`src/rtl/can_bor_pkg.sv`:
```
package can_bor_pkg;
  typedef enum logic [1:0] {
    ST_ON   = 2'd0,  // bus-on
    ST_HOLD = 2'd1,  // bus-off, reset-request held
    ST_WAIT = 2'd2   // bus-off, counting bus-free occurrences
  } bor_state_e;
endpackage

```
`src/rtl/can_bor_idle_det.sv`:
```
module can_bor_idle_det #(
  parameter int unsigned IDLE_BITS = 11
) (
  input  logic clk_i,
  input  logic rst_ni,
  input  logic clr_i,
  input  logic stb_i,
  input  logic rec_i,
  output logic free_o
);
  localparam int unsigned RW = $clog2(IDLE_BITS);
  localparam logic [RW-1:0] RUN_LAST = RW'(IDLE_BITS - 1);

  logic [RW-1:0] run_q;

  assign free_o = !clr_i && stb_i && rec_i && (run_q == RUN_LAST);

  always_ff @(posedge clk_i or negedge rst_ni) begin
    if (!rst_ni)          run_q <= '0;
    else if (clr_i)       run_q <= '0;
    else if (stb_i) begin
      if (!rec_i || run_q == RUN_LAST) run_q <= '0;
      else                             run_q <= run_q + 1'b1;
    end
  end


  run_bound_chk: assert property (@(posedge clk_i) disable iff (!rst_ni)
    run_q <= RUN_LAST);


  run_hold_chk: assert property (@(posedge clk_i) disable iff (!rst_ni)
    (!stb_i && !clr_i) |=> $stable(run_q));
endmodule

```
`src/rtl/can_bor_occ_cnt.sv`:
```
module can_bor_occ_cnt #(
  parameter int unsigned OCC_TARGET = 128
) (
  input  logic clk_i,
  input  logic rst_ni,
  input  logic clr_i,
  input  logic inc_i,
  output logic done_o
);
  localparam int unsigned CW = $clog2(OCC_TARGET);
  localparam logic [CW-1:0] CNT_LAST = CW'(OCC_TARGET - 1);

  logic [CW-1:0] cnt_q;

  assign done_o = !clr_i && inc_i && (cnt_q == CNT_LAST);

  always_ff @(posedge clk_i or negedge rst_ni) begin
    if (!rst_ni)                     cnt_q <= '0;
    else if (clr_i || done_o)        cnt_q <= '0;
    else if (inc_i)                  cnt_q <= cnt_q + 1'b1;
  end


  occ_bound_chk: assert property (@(posedge clk_i) disable iff (!rst_ni)
    cnt_q <= CNT_LAST);


  occ_restart_chk: assert property (@(posedge clk_i) disable iff (!rst_ni)
    clr_i |=> (cnt_q == '0));
endmodule

```
`src/rtl/can_bor_ctrl.sv`:
```
module can_bor_ctrl
  import can_bor_pkg::*;
(
  input  logic clk_i,
  input  logic rst_ni,
  input  logic busoff_trig_i,
  input  logic cpu_wr_i,
  input  logic cpu_wdata_i,
  input  logic done_i,
  output logic wait_o,
  output logic bus_off_o,
  output logic err_o,
  output logic rst_req_o,
  output logic drv_en_o,
  output logic cnt_clr_o
);
  bor_state_e state_q, state_d;
  logic bus_off_q, bus_off_d, err_q, err_d, req_q, req_d;
  logic drv_q, drv_d, clr_q, clr_d;
  logic cpu_set, cpu_clr;

  assign cpu_set = cpu_wr_i && cpu_wdata_i;
  assign cpu_clr = cpu_wr_i && !cpu_wdata_i;
  // counting is live only when nothing else preempts the wait this cycle
  assign wait_o  = (state_q == ST_WAIT) && !cpu_set && !busoff_trig_i;

  always_comb begin
    state_d   = state_q;
    bus_off_d = bus_off_q;
    err_d     = err_q;
    drv_d     = drv_q;
    clr_d     = 1'b0;
    if (busoff_trig_i || cpu_set) req_d = 1'b1;
    else if (cpu_clr)             req_d = 1'b0;
    else                          req_d = req_q;

    if (busoff_trig_i) begin
      state_d   = ST_HOLD;
      bus_off_d = 1'b1;
      err_d     = 1'b1;
      drv_d     = 1'b0;
    end else begin
      unique case (state_q)
        ST_ON:   state_d = ST_ON;
        ST_HOLD: if (cpu_clr) state_d = ST_WAIT;
        ST_WAIT: begin
          if (cpu_set) state_d = ST_HOLD;
          else if (done_i) begin
            state_d   = ST_ON;
            bus_off_d = 1'b0;
            err_d     = 1'b0;
            drv_d     = 1'b1;
            clr_d     = 1'b1;
          end
        end
        default: state_d = ST_ON;
      endcase
    end
  end

  always_ff @(posedge clk_i or negedge rst_ni) begin
    if (!rst_ni) begin
      state_q   <= ST_ON;
      bus_off_q <= 1'b0;
      err_q     <= 1'b0;
      req_q     <= 1'b0;
      drv_q     <= 1'b1;
      clr_q     <= 1'b0;
    end else begin
      state_q   <= state_d;
      bus_off_q <= bus_off_d;
      err_q     <= err_d;
      req_q     <= req_d;
      drv_q     <= drv_d;
      clr_q     <= clr_d;
    end
  end

  assign bus_off_o = bus_off_q;
  assign err_o     = err_q;
  assign rst_req_o = req_q;
  assign drv_en_o  = drv_q;
  assign cnt_clr_o = clr_q;


  entry_force_chk: assert property (@(posedge clk_i) disable iff (!rst_ni)
    busoff_trig_i |=> (bus_off_o && err_o && rst_req_o && !cnt_clr_o));


  req_sticky_chk: assert property (@(posedge clk_i) disable iff (!rst_ni)
    (rst_req_o && !cpu_clr) |=> rst_req_o);


  restore_chk: assert property (@(posedge clk_i) disable iff (!rst_ni)
    $fell(bus_off_o) |-> ($fell(err_o) && cnt_clr_o && drv_en_o));


  clr_pulse_chk: assert property (@(posedge clk_i) disable iff (!rst_ni)
    cnt_clr_o |=> !cnt_clr_o);


  drv_float_chk: assert property (@(posedge clk_i) disable iff (!rst_ni)
    bus_off_o |-> !drv_en_o);


  abandon_chk: assert property (@(posedge clk_i) disable iff (!rst_ni)
    (bus_off_o && cpu_set) |=> (bus_off_o && rst_req_o));
endmodule

```
`src/rtl/can_busoff_recovery.sv`:
```
module can_busoff_recovery #(
  parameter int unsigned IDLE_BITS  = 11,
  parameter int unsigned OCC_TARGET = 128
) (
  input  logic clk_i,
  input  logic rst_ni,
  input  logic busoff_trig_i,
  input  logic bit_stb_i,
  input  logic rx_rec_i,
  input  logic cpu_wr_i,
  input  logic cpu_wdata_i,
  output logic bus_off_o,
  output logic err_o,
  output logic rst_req_o,
  output logic cnt_clr_o,
  output logic drv_en_o
);
  logic wait_w, free_w, done_w;

  can_bor_idle_det #(.IDLE_BITS(IDLE_BITS)) u_idle (
    .clk_i  (clk_i),
    .rst_ni (rst_ni),
    .clr_i  (!wait_w),
    .stb_i  (bit_stb_i),
    .rec_i  (rx_rec_i),
    .free_o (free_w)
  );

  can_bor_occ_cnt #(.OCC_TARGET(OCC_TARGET)) u_occ (
    .clk_i  (clk_i),
    .rst_ni (rst_ni),
    .clr_i  (!wait_w),
    .inc_i  (free_w),
    .done_o (done_w)
  );

  can_bor_ctrl u_ctrl (
    .clk_i         (clk_i),
    .rst_ni        (rst_ni),
    .busoff_trig_i (busoff_trig_i),
    .cpu_wr_i      (cpu_wr_i),
    .cpu_wdata_i   (cpu_wdata_i),
    .done_i        (done_w),
    .wait_o        (wait_w),
    .bus_off_o     (bus_off_o),
    .err_o         (err_o),
    .rst_req_o     (rst_req_o),
    .drv_en_o      (drv_en_o),
    .cnt_clr_o     (cnt_clr_o)
  );
endmodule

```
`config.mk`:
```
export PLATFORM = sky130hd
export DESIGN_NAME = can_busoff_recovery
export DESIGN_NICKNAME = d
export VERILOG_FILES = /design/src/rtl/can_bor_pkg.sv /design/src/rtl/can_bor_idle_det.sv /design/src/rtl/can_bor_occ_cnt.sv /design/src/rtl/can_bor_ctrl.sv /design/src/rtl/can_busoff_recovery.sv
export SDC_FILE = /design/constraint.sdc
export NUM_CORES = 1
export LEC_CHECK = 0
export ABC_AREA = 1
export BUFFER_PORTS_ARGS = -buffer_cell sky130_fd_sc_hd__buf_2
export CAP_MARGIN = 20
export CORE_MARGIN = 2
export CORE_UTILIZATION = 51
export DETAILED_ROUTE_END_ITERATION = 16
export HOLD_SLACK_MARGIN = 0.08
export PLACE_DENSITY = 0.72
export SLEW_MARGIN = 20
export SYNTH_ARGS = -nofsm -noshare
export SYNTH_HDL_FRONTEND = slang
export SYNTH_SLANG_ARGS = --single-unit
```
`constraint.sdc`:
```
create_clock -name clk_i -period 2.4 [get_ports clk_i]
set_clock_uncertainty 0.2 [all_clocks]
set_input_delay 0.36 -clock clk_i [delete_from_list [all_inputs] [get_ports clk_i]]
set_output_delay 0.36 -clock clk_i [all_outputs]
set_load 0.05 [all_outputs]
```
Word-level counts from Yosys, hierarchy flattened
Index checks and enable logic that the tools add are counted.

word-level totals
  flip-flop bits (word level) = 17
  input port bits = 7
  output and inout bits = 5

cells by class
  $add $sub $neg = 2
  equality and inequality tests = 8
  mux-type cells = 24
  reductions and logical operators = 23

operators with widths
  kind                                                                     number
  1-bit two-way mux                                                        14
  7-bit two-way mux                                                        2
  4-bit two-way mux                                                        3
  1-bit logical AND                                                        9
  2-bit two-way mux                                                        4
  2-bit nonzero test                                                       4
  7-bit by 1-bit adder with 7-bit output, second input constant            1
  7-bit == test, second input constant                                     1
  1-bit zero test                                                          5
  4-bit by 1-bit adder with 4-bit output, second input constant            1
  4-bit == test, second input constant                                     1
  2-bit inequality test, second input constant                             2
  4-bit by 3-bit inequality test with 1-bit output, second input constant  1
  2-bit one-hot mux with 2 select lines                                    1
  1-bit logical OR                                                         3
  3-bit by 2-bit inequality test with 1-bit output, second input constant  1
  3-bit AND reduction                                                      1
  2-bit by 1-bit == test with 1-bit output, second input constant          1
  2-bit == test, second input constant                                     1
  2-bit AND reduction                                                      1

Depth between registers and ports, before layout
Gate-level depths: netlist of the first run.

  depth in word-level cells = 13
  gate-level depth with buffers = 9
  gate-level depth less buffers = 9

Hierarchy
A second synthesis of the first run with hierarchy kept.

unflattened totals
  cells, all modules = 124
  area total of the unflattened synthesis = 957.2 um2

modules (own cells, without submodules)
  module               instances  cells each  area an instance (um2)
  can_bor_occ_cnt      1          55          424.2
  can_bor_ctrl         1          35          289.0
  can_bor_idle_det     1          33          240.2
  can_busoff_recovery  1          1           3.8

Least setup slack after synthesis of the first run
No wires, ideal clock.

  kind = reg-to-reg
  start point = register u_idle.run_q[0]
  end point = register u_occ.cnt_q[1]
  setup time = 0.121 ns
  data arrival time = 1.157 ns
  required time = 2.079 ns
  slack = 0.922 ns
  stages on the path, launching flop included = 10
  clock period less this slack = 1.478 ns
  path through = dfrtp_1 -> inv_1 -> ha_1 -> nand2_2 -> nor2_4 -> nand2_4 -> nor2_8 -> nor2_4 -> nand2_1 -> o21ai_1

between the ends
  longest elaborated chain between the ends = 6

RTL lines
  what                                                            RTL line                RTL
  from (decl)                                                     can_bor_idle_det.sv:14  logic [RW-1:0] run_q;
  from (signal assigned)                                          can_bor_idle_det.sv:23  else run_q <= run_q + 1'b1;
  4-bit == test (*)                                               can_bor_idle_det.sv:16  assign free_o = !clr_i && stb_i && rec_i && (run_q == RUN_LAST);
  1-bit logical AND (*)                                           can_bor_idle_det.sv:16
  1-bit logical AND (2 in a row)                                  can_bor_occ_cnt.sv:15   assign done_o = !clr_i && inc_i && (cnt_q == CNT_LAST);
  1-bit logical OR                                                can_bor_occ_cnt.sv:19   else if (clr_i || done_o) cnt_q <= '0;
  7-bit two-way mux / 2-bit nonzero test (equally long branches)  -
  to (signal assigned)                                            can_bor_occ_cnt.sv:20   else if (inc_i) cnt_q <= cnt_q + 1'b1;
  to (decl)                                                       can_bor_occ_cnt.sv:13   logic [CW-1:0] cnt_q;

Every way passes the cells marked *; elsewhere a longest branch is shown, timed or not.
A chain may end at the register's enable or synchronous reset.

Worst setup path after layout of the first run
  start point = register u_ctrl.drv_q (netlist: u_ctrl.drv_en_o)
  end point = output drv_en_o

RTL lines
  what                    RTL line                   RTL
  from (decl)             can_bor_ctrl.sv:19         logic drv_q, drv_d, clr_q, clr_d;
  from (signal assigned)  can_bor_ctrl.sv:74         drv_q <= drv_d;
  to (decl)               can_busoff_recovery.sv:16  output logic drv_en_o

No word-level cell between the ends.

==> impl_metrics.json, run 1 <==
{
  "hp-class": "in2reg",
  "synth-seq-cells": 17,
  "cts_root_buf": "clkbuf_4",
  "fin_crit_sh": 0.681,
  "cp-end-kind": "primary output",
  "timing_hold_violations_final": 0,
  "internal_power_mw": 0.369,
  "hold_end": "u_ctrl.bus_off_o",
  "layout-drive-gt1-share": 0.248,
  "cts_buffers": 3,
  "clk_pin_slew_ns": 0.10,
  "min_path_cells": 3,
  "drc": 0,
  "drt_iter0_drc": 12,
  "syn_to_final_growth_pct": 11.2,
  "drtAntennaViolNets": 0,
  "required_ns": 1.84,
  "path_cells": "buf_2",
  "p_comb_frac": 0.091,
  "path_class": "reg2out",
  "clk_latency_ns": 0.29,
  "peakVddDrop_v": 0.000342,
  "maxSlewHeadroom": 0.753,
  "crit_family": "flip-flops",
  "die-area_sq_um": 2290,
  "die_w_um": 47.9,
  "cts-htree-levels": 1,
  "final_util": 0.618,
  "r2r-end": "u_occ.cnt_q[3]",
  "seq_area_frac_synth": 0.435,
  "r2r_cells": 9,
  "clockBufferDepth": 2,
  "io_pins": 12,
  "grt_pass1_vias": 679,
  "vias": 804,
  "synth_area_sq_um": 981,
  "clkSinkCount": 17,
  "fp.coreArea_sq_um": 1760,
  "worst_pin_slew_ns": 0.370,
  "dpl.hpwl_um": 1310,
  "grt_antenna_before_repair": 0,
  "die_h_um": 47.9,
  "layout.nets": 140,
  "io_buffers": 11,
  "overflow": 0,
  "start_util": 0.556,
  "tns_ns": 0,
  "max_stage_delay_ns": 0.53,
  "nFillCells": 167,
  "firstDrtPassIters": 4,
  "cts_tree": "built",
  "rrSetupSlack_ns": 0.79,
  "n_antenna_cell": 0,
  "final_common_cell": "nand2_1",
  "powerDensity_nw_per_um2": 452,
  "critPathArrivalTime_ns": 1.07,
  "cp-start-kind": "flop",
  "cpMaxStageDelayCell": "dfstp_2",
  "place.gp.congestion": 0.817,
  "syn_inst": 115,
  "wl_per_cell_um": 11.2,
  "path_buf_inv": 1,
  "setup_viol": 0,
  "layout_common_cells": "nand2_1, dfrtp_1, inv_1, nand3_1, buf_2",
  "grt_setup_unrepaired": "no",
  "seq_power_share": 0.595,
  "period_needed_ns": 1.63,
  "ys_types": 23,
  "avgSynthCellArea_sq_um": 8.53,
  "clkPwrFrac": 0.314,
  "synth_warnings": 0,
  "placementRows": 15,
  "via_per_inst": 5.22,
  "grt_pass1_wl_um": 2810,
  "timing.fmax_mhz": 612,
  "status": "completed",
  "report.final.slew_viol_count": 0,
  "r2r_start": "u_idle.run_q[0]",
  "maxCapViolations": 0,
  "min_from": "busoff_trig_i",
  "p_sw_mw": 0.124,
  "grt_usage": 0.178,
  "grt_max_degree": 18,
  "swShare": 0.252,
  "cts_setup_buffers": 0,
  "path_max_fanout": 2,
  "leakagePower_nw": 0.597,
  "syn_nets": 125,
  "routed_wl_um": 1730
}
[synth_stat cells]
master    instances  area share
buf_4             1      0.0077
o21bai_1          2       0.015
nor3_2            1       0.010
inv_1            11       0.042
nand2_4           3       0.034
o221ai_1          1      0.0089
nor2_4            2       0.023
inv_2             5       0.019
xor2_1            2       0.018
o21ai_1           5       0.026
nand4_1           8       0.051
buf_2             1      0.0051
ha_1              3       0.038
nand3_1          11       0.056
nor2_1            7       0.027
nand2_1          26       0.099
dfstp_2           1       0.027
clkinv_1          1      0.0038
nor2_8            2       0.041
xnor2_1           1      0.0089
dfrtp_1          16        0.41
a21oi_1           1      0.0051
nand2_2           4       0.026
[power groups by stage]
stage               logic (mW)  registers [mW]  clock network (mW)
finish                  0.0451           0.293               0.155
global route            0.0504           0.294               0.170
CTS                     0.0461           0.294               0.161
detailed placement      0.0448           0.299                   0
global placement        0.0440           0.299                   0
floorplan               0.0232           0.303                   0
[state kept, by name, indices dropped and copies added (netlist names)]
name,cells
u_idle.run_q,4
u_ctrl.state_q,2
u_ctrl.cnt_clr_o,1
u_occ.cnt_q,7
u_ctrl.rst_req_o,1
u_ctrl.drv_en_o,1
u_ctrl.bus_off_o,1
[area by class of cell]
cell class                 count  area, sq um  area share
timing repair buffer          12         65.1      0.0596
clock buffer                   4         26.3      0.0241
multi-input combinational     79          478       0.438
inverter                      17         63.8      0.0585
tap                           25         31.3      0.0287
sequential                    17          427       0.391
[metal layers]
layer	global-route usage	vias to the layer above	wire, um
li1	-	402	-
met1	0.240	372	804
met2	0.269	23	789
met3	0.0226	7	78
met4	0.114	0	55
met5	0	-	0
[cells by family after synthesis]
| logic type | synth area share |
|---|---|
| simple gates | 0.367 |
| buf+inv | 0.0778 |
| flops | 0.435 |
| compound gates | 0.0548 |
| xor+xnor | 0.0268 |
| fa+ha+maj | 0.0383 |
[what timing repair did]
| item | 4_1_cts | 5_1_grt |
|---|---|---|
| gates resized for setup | 0 | 0 |
| endpoints found under the hold margin | 17 | 0 |
| setup endpoints to repair | 0 | 0 |
| hold buffers | 1 | 0 |
[stage by stage]
stage / area, sq um / hold slack [ns] / worst slack (ns) / total power, mW / std cells
2_1_floorplan: 981 / -0.136 / 0.922 / 0.326 / 115
3_3_place_gp: 1050 / 0.0985 / 0.771 / 0.343 / 149
3_5_place_dp: 1050 / 0.102 / 0.767 / 0.344 / 149
4_1_cts: 1090 / 0.141 / 0.753 / 0.500 / 154
5_1_grt: 1090 / 0.148 / 0.693 / 0.515 / 154
6_report: 1090 / 0.139 / 0.767 / 0.494 / 154
[worst max path at each step]
stage	depth (start not counted)	slack, ns	from	endpoint
finish	1	0.77	u_ctrl.drv_en_o	drv_en_o
global route	9	0.69	u_idle.run_q[0]	u_occ.cnt_q[5]
CTS	1	0.75	u_ctrl.drv_en_o	drv_en_o
detailed placement	9	0.77	busoff_trig_i	u_occ.cnt_q[1]
global placement	9	0.77	busoff_trig_i	u_occ.cnt_q[2]
floorplan	9	0.92	u_idle.run_q[0]	u_occ.cnt_q[1]
Power figures use the tool's default switching activity.
==> run 2, diff against run 1 <==
Settings changed: CORE_UTILIZATION 51 to 50, PLACE_DENSITY 0.72 to 0.74.
Clock period 2.4 ns to 1.5 ns, I/O delays scaled along.
==> run 2 against run 1 <==
Utilization grew 3.6 points. First-iteration DRC count up 75%. Critical endpoint is now u_occ.cnt_q[1]. Cell area rose by 14%. Routed wire length is 32% higher. Largest power group unchanged. Highest routed layer unchanged. Non-clock buffer count grew 13. The run now ends with negative setup slack left. Clock power rose by 59%. Global-route usage grew 3.1 points.
==> impl_metrics.json, run 2 (synthesis gave the netlist of run 1 again) <==
{
  "status": "complete, but fails checks",
  "violations": "negative setup slack",
  "layout_common_cells": "nand2_1, dfrtp_1, inv_1, buf_2",
  "setup_viol": 2,
  "leakagePower_nw": 0.661,
  "hold_slack_ns": 0.107,
  "cts_root_buf": "clkbuf_4",
  "preCtsSetupSlack_ns": -0.0194,
  "die-area_sq_um": 2330,
  "final_common_cell": "nand2_1",
  "layout.nets": 153,
  "grt_antenna_before_repair": 0,
  "io_buffers": 11,
  "worst_pin_slew_ns": 0.388,
  "hp-class": "in2reg",
  "grt_max_degree": 18,
  "fin_crit_sh": 1.01,
  "r2r_start": "u_idle.run_q[0]",
  "fp.coreArea_sq_um": 1900,
  "grt_pass1_vias": 852,
  "firstDrtPassIters": 4,
  "io_pins": 12,
  "tns_ns": -0.0137,
  "critPathArrivalTime_ns": 1.50,
  "timing.fmax_mhz": 663,
  "placementRows": 16,
  "min_from": "bit_stb_i",
  "die_h_um": 48.3,
  "period_needed_ns": 1.51,
  "power_mw": 0.813,
  "peakVddDrop_v": 0.000632,
  "cp-start-kind": "flop",
  "top_register": "u_occ.cnt_q",
  "die_w_um": 48.3,
  "dpl.hpwl_um": 1500,
  "drc": 0,
  "path_max_fanout": 8,
  "clockBufferDepth": 2,
  "grt_usage": 0.209,
  "layout-drive-gt1-share": 0.324,
  "clk_pin_slew_ns": 0.10,
  "grt_setup_unrepaired": "yes",
  "cts_buffers": 3,
  "cp-end-kind": "flop",
  "n_antenna_cell": 0,
  "cts_setup_buffers": 0,
  "cts_tree": "built",
  "clkSinkCount": 17,
  "start_util": 0.516,
  "cts-htree-levels": 1,
  "via_per_inst": 5.21,
  "drt_iter0_drc": 21,
  "maxSlewHeadroom": 0.741,
  "maxCapViolations": 0,
  "worstSetupStartpoint": "u_idle.run_q[0]",
  "powerDensity_nw_per_um2": 653,
  "largest_reg_flops": 7,
  "path_class": "reg2reg",
  "syn_to_final_growth_pct": 26.9,
  "top_regs": "u_occ.cnt_q x7, u_idle.run_q x4, u_ctrl.state_q x2",
  "timing_hold_violations_final": 0,
  "setup_slack_ns": -0.00754,
  "clk_latency_ns": 0.30,
  "overflow": 0,
  "drtAntennaViolNets": 0,
  "vias": 880,
  "required_ns": 1.49,
  "wl_per_cell_um": 13.5,
  "routed_wl_um": 2280,
  "grt_pass1_wl_um": 3360,
  "place.gp.congestion": 0.843,
  "report.final.slew_viol_count": 0
}
==> run 2: cell count changes in the layout (fill, tap and decap cells not counted), sizes merged <==
cell / delta
dlygate4sd3: +5
buf: +8
==> run 2: through the flow <==
step	utilization	cells	area, sq um
2_1_floorplan	-	115	981
3_3_place_gp	0.588	159	1120
3_5_place_dp	0.588	159	1120
4_1_cts	0.637	169	1210
5_1_grt	0.655	169	1240
6_report	0.655	169	1240
==> run 2: path summary, 6_finish.rpt <==
kind	to	slack, ns	cells past startpoint
setup / recovery	u_occ.cnt_q[1]	-0.008	9
hold / removal	u_idle.run_q[3]	0.11	4
setup reg to reg	u_occ.cnt_q[1]	-0.008	9
hold reg to reg	u_ctrl.drv_en_o	0.29	2
max in group asynchronous	u_ctrl.drv_en_o	0.61	2
min in group asynchronous	u_occ.cnt_q[3]	0.16	2
==> run 2: what timing repair did <==
| action | 4_1_cts | 5_1_grt |
|---|---|---|
| setup endpoints to repair | 8 | 15 |
| hold endpoints to repair | 22 | 0 |
| hold buffers | 6 | 0 |
| resized for setup | 2 | 9 |
| pin swaps | 2 | 7 |
| gates cloned | 0 | 0 |
==> run 2: final cells by class <==
type / instances / area [sq um]
Fill cell: 169 / 657
Multi-Input combinational cell: 79 / 517
Sequential cell: 17 / 427
Timing Repair Buffer: 25 / 178
Inverter: 17 / 63.8
Tap cell: 27 / 33.8
Clock buffer: 4 / 26.3
==> run 2: layer usage <==
layer | share of wire | global-route usage | up-vias
met5 | 0 | 0 | -
met4 | 0.024 | 0.0919 | 0
met3 | 0.041 | 0.0519 | 7
met2 | 0.56 | 0.379 | 27
met1 | 0.37 | 0.227 | 420
li1 | - | - | 426
==> run 2: critical path, cell delays in order, from the launching register on <==
cell and delay (ns):
dfrtp_1 0.39, inv_1 0.06, ha_2 0.16, nand2_2 0.06, nor2_4 0.11, nand2_4 0.08
nor2_8 0.15, nor2_4 0.07, nand2_1 0.06, o21ai_1 0.06
==> run 2: report_power, final <==
| group | total, mW | switching [mW] | internal (mW) | leakage (nW) |
|---|---|---|---|---|
| Sequential | 0.471 | 0.00557 | 0.466 | 0.221 |
| Clock | 0.247 | 0.144 | 0.104 | 0.0150 |
| Combinational | 0.0939 | 0.0611 | 0.0328 | 0.425 |
==> run 3, diff against run 2 <==
Settings changed: ABC_CLOCK_PERIOD_IN_PS from default to 1500, SKIP_LAST_GASP from default to 1, TNS_END_PERCENT from default to 50.
==> run 3 against run 2 <==
The run still ends with negative setup slack left. Cell count unchanged. Non-clock buffer count unchanged. Clock-buffer cell count unchanged. Register-to-register slack about the same. Sequential power about the same. First-iteration DRC count unchanged. Die area unchanged. Critical path depth unchanged. Sequential cell count unchanged. Worst hold slack about the same. Largest power group unchanged.
==> impl_metrics.json, run 3 (synthesis gave the netlist of run 1 again) <==
{
  "r2r_start": "u_idle.run_q[0]",
  "die_w_um": 48.3,
  "timing_hold_violations_final": 0,
  "path_class": "reg2reg",
  "layout.nets": 153,
  "maxCapViolations": 0,
  "overflow": 0,
  "hold_slack_ns": 0.107,
  "seq_area_sq_um": 427,
  "fp.coreArea_sq_um": 1900,
  "io_pins": 12,
  "tns_ns": -0.0317,
  "hp-class": "in2reg",
  "drc": 0,
  "path_max_fanout": 8,
  "worst_pin_slew_ns": 0.386,
  "violations": "negative setup slack",
  "setup_slack_ns": -0.0103,
  "vias": 892,
  "grt_pass1_wl_um": 3360,
  "multi_input_area_sq_um": 517,
  "clk_latency_ns": 0.29,
  "cts_buffers": 3,
  "fin_area_sq_um": 1240,
  "grt_setup_unrepaired": "yes",
  "required_ns": 1.49,
  "cts_tree": "built",
  "routed_wl_um": 2270,
  "endpoint": "u_occ.cnt_q[1]",
  "path_buf_inv": 1,
  "leakagePower_nw": 0.661,
  "grt_usage": 0.209,
  "rrSetupSlack_ns": -0.01,
  "maxSlewHeadroom": 0.743,
  "fin_crit_sh": 1.01,
  "peakVddDrop_v": 0.000637,
  "top_register": "u_occ.cnt_q",
  "largest_reg_flops": 7,
  "place.gp.congestion": 0.843,
  "preCtsSetupSlack_ns": -0.0194,
  "start_util": 0.516,
  "setup_viol": 4,
  "die_h_um": 48.3,
  "io_buffers": 11,
  "cp-end-kind": "flop",
  "firstDrtPassIters": 4,
  "r2r-end": "u_occ.cnt_q[1]",
  "r2r_cells": 9,
  "powerDensity_nw_per_um2": 654,
  "dpl.hpwl_um": 1500,
  "top_regs": "u_occ.cnt_q x7, u_idle.run_q x4, u_ctrl.state_q x2",
  "period_needed_ns": 1.51,
  "layout_common_cells": "nand2_1, dfrtp_1, inv_1, buf_2, nand3_1",
  "path_common_cell": "nor2_4",
  "clockBufferDepth": 2,
  "die-area_sq_um": 2330,
  "drtAntennaViolNets": 0,
  "timing.fmax_mhz": 662,
  "n_antenna_cell": 0,
  "clkSinkCount": 17,
  "grt_antenna_before_repair": 0,
  "nFillCells": 166,
  "drt_iter0_drc": 21,
  "dpl_cell_area_sq_um": 1120,
  "wl_per_cell_um": 13.4,
  "report.final.slew_viol_count": 0,
  "path_cells": "inv_1, ha_2, nand2_2, nor2_4, nand2_4, nor2_8, nor2_4, nand2_1, o21ai_1",
  "crit_family": "simple AND/OR/NAND/NOR gates",
  "path_depth": 9,
  "power_mw": 0.813,
  "clk_pin_slew_ns": 0.10,
  "final_common_cell": "nand2_1",
  "cpMaxStageDelayCell": "dfrtp_1",
  "grt_max_degree": 18,
  "placementRows": 16,
  "syn_to_final_growth_pct": 26.7,
  "cts-htree-levels": 1,
  "worstSetupStartpoint": "u_idle.run_q[0]",
  "critPathArrivalTime_ns": 1.50,
  "cp-start-kind": "flop",
  "max_stage_delay_ns": 0.39,
  "grt_pass1_vias": 852,
  "layout-drive-gt1-share": 0.324,
  "via_per_inst": 5.28,
  "status": "complete, but fails checks",
  "cts_root_buf": "clkbuf_4"
}
## run 3: report_power, final
group / total (mW) / switching, mW / internal (mW)
Combinational: 0.0931 / 0.0603 / 0.0328
Clock: 0.249 / 0.145 / 0.104
Sequential: 0.471 / 0.00538 / 0.466
## run 3: how the worst min path moves through the flow
stage,from,to,cells after the start
global route,bit_stb_i,u_idle.run_q[3],4
finish,bit_stb_i,u_idle.run_q[3],4
floorplan,rst_ni,u_ctrl.bus_off_o,0
CTS,bit_stb_i,u_idle.run_q[3],4
detailed placement,rst_ni,u_occ.cnt_q[3],1
global placement,rst_ni,u_occ.cnt_q[3],1
## run 3: layout make-up
type | count | area share
inverter | 17 | 0.0514
timing repair buffer | 25 | 0.141
clock buffer | 4 | 0.0211
tap | 27 | 0.0272
multi-input combinational | 79 | 0.416
sequential | 17 | 0.343
## run 3: metal layers
metal / part of all wire / vias to the layer above / GRT usage / wire [um]
li1: - / 425 / - / -
met1: 0.37 / 419 / 0.227 / 836
met2: 0.55 / 40 / 0.379 / 1250
met3: 0.055 / 8 / 0.0519 / 125
met4: 0.024 / 0 / 0.0919 / 54
met5: 0 / - / 0 / 0
## run 3: worst min-delay path, stage by stage
cell	delay, ns
buf_2	0.12
inv_2	0.08
nand3_1	0.08
o21ai_1	0.06
## run 3: stage by stage
step	util	std cells
final	0.653	169
after global routing	0.653	169
after CTS	0.637	169
after detailed placement	0.588	159
after global placement	0.588	159
after floorplan	-	115
## run 3: repair_timing
action	CTS	global route
hold endpoints to repair	22	0
endpoints found under the setup margin	8	15
gates resized for setup	2	7
buffers inserted	0	0
pin swaps	2	5
hold buffers	6	0
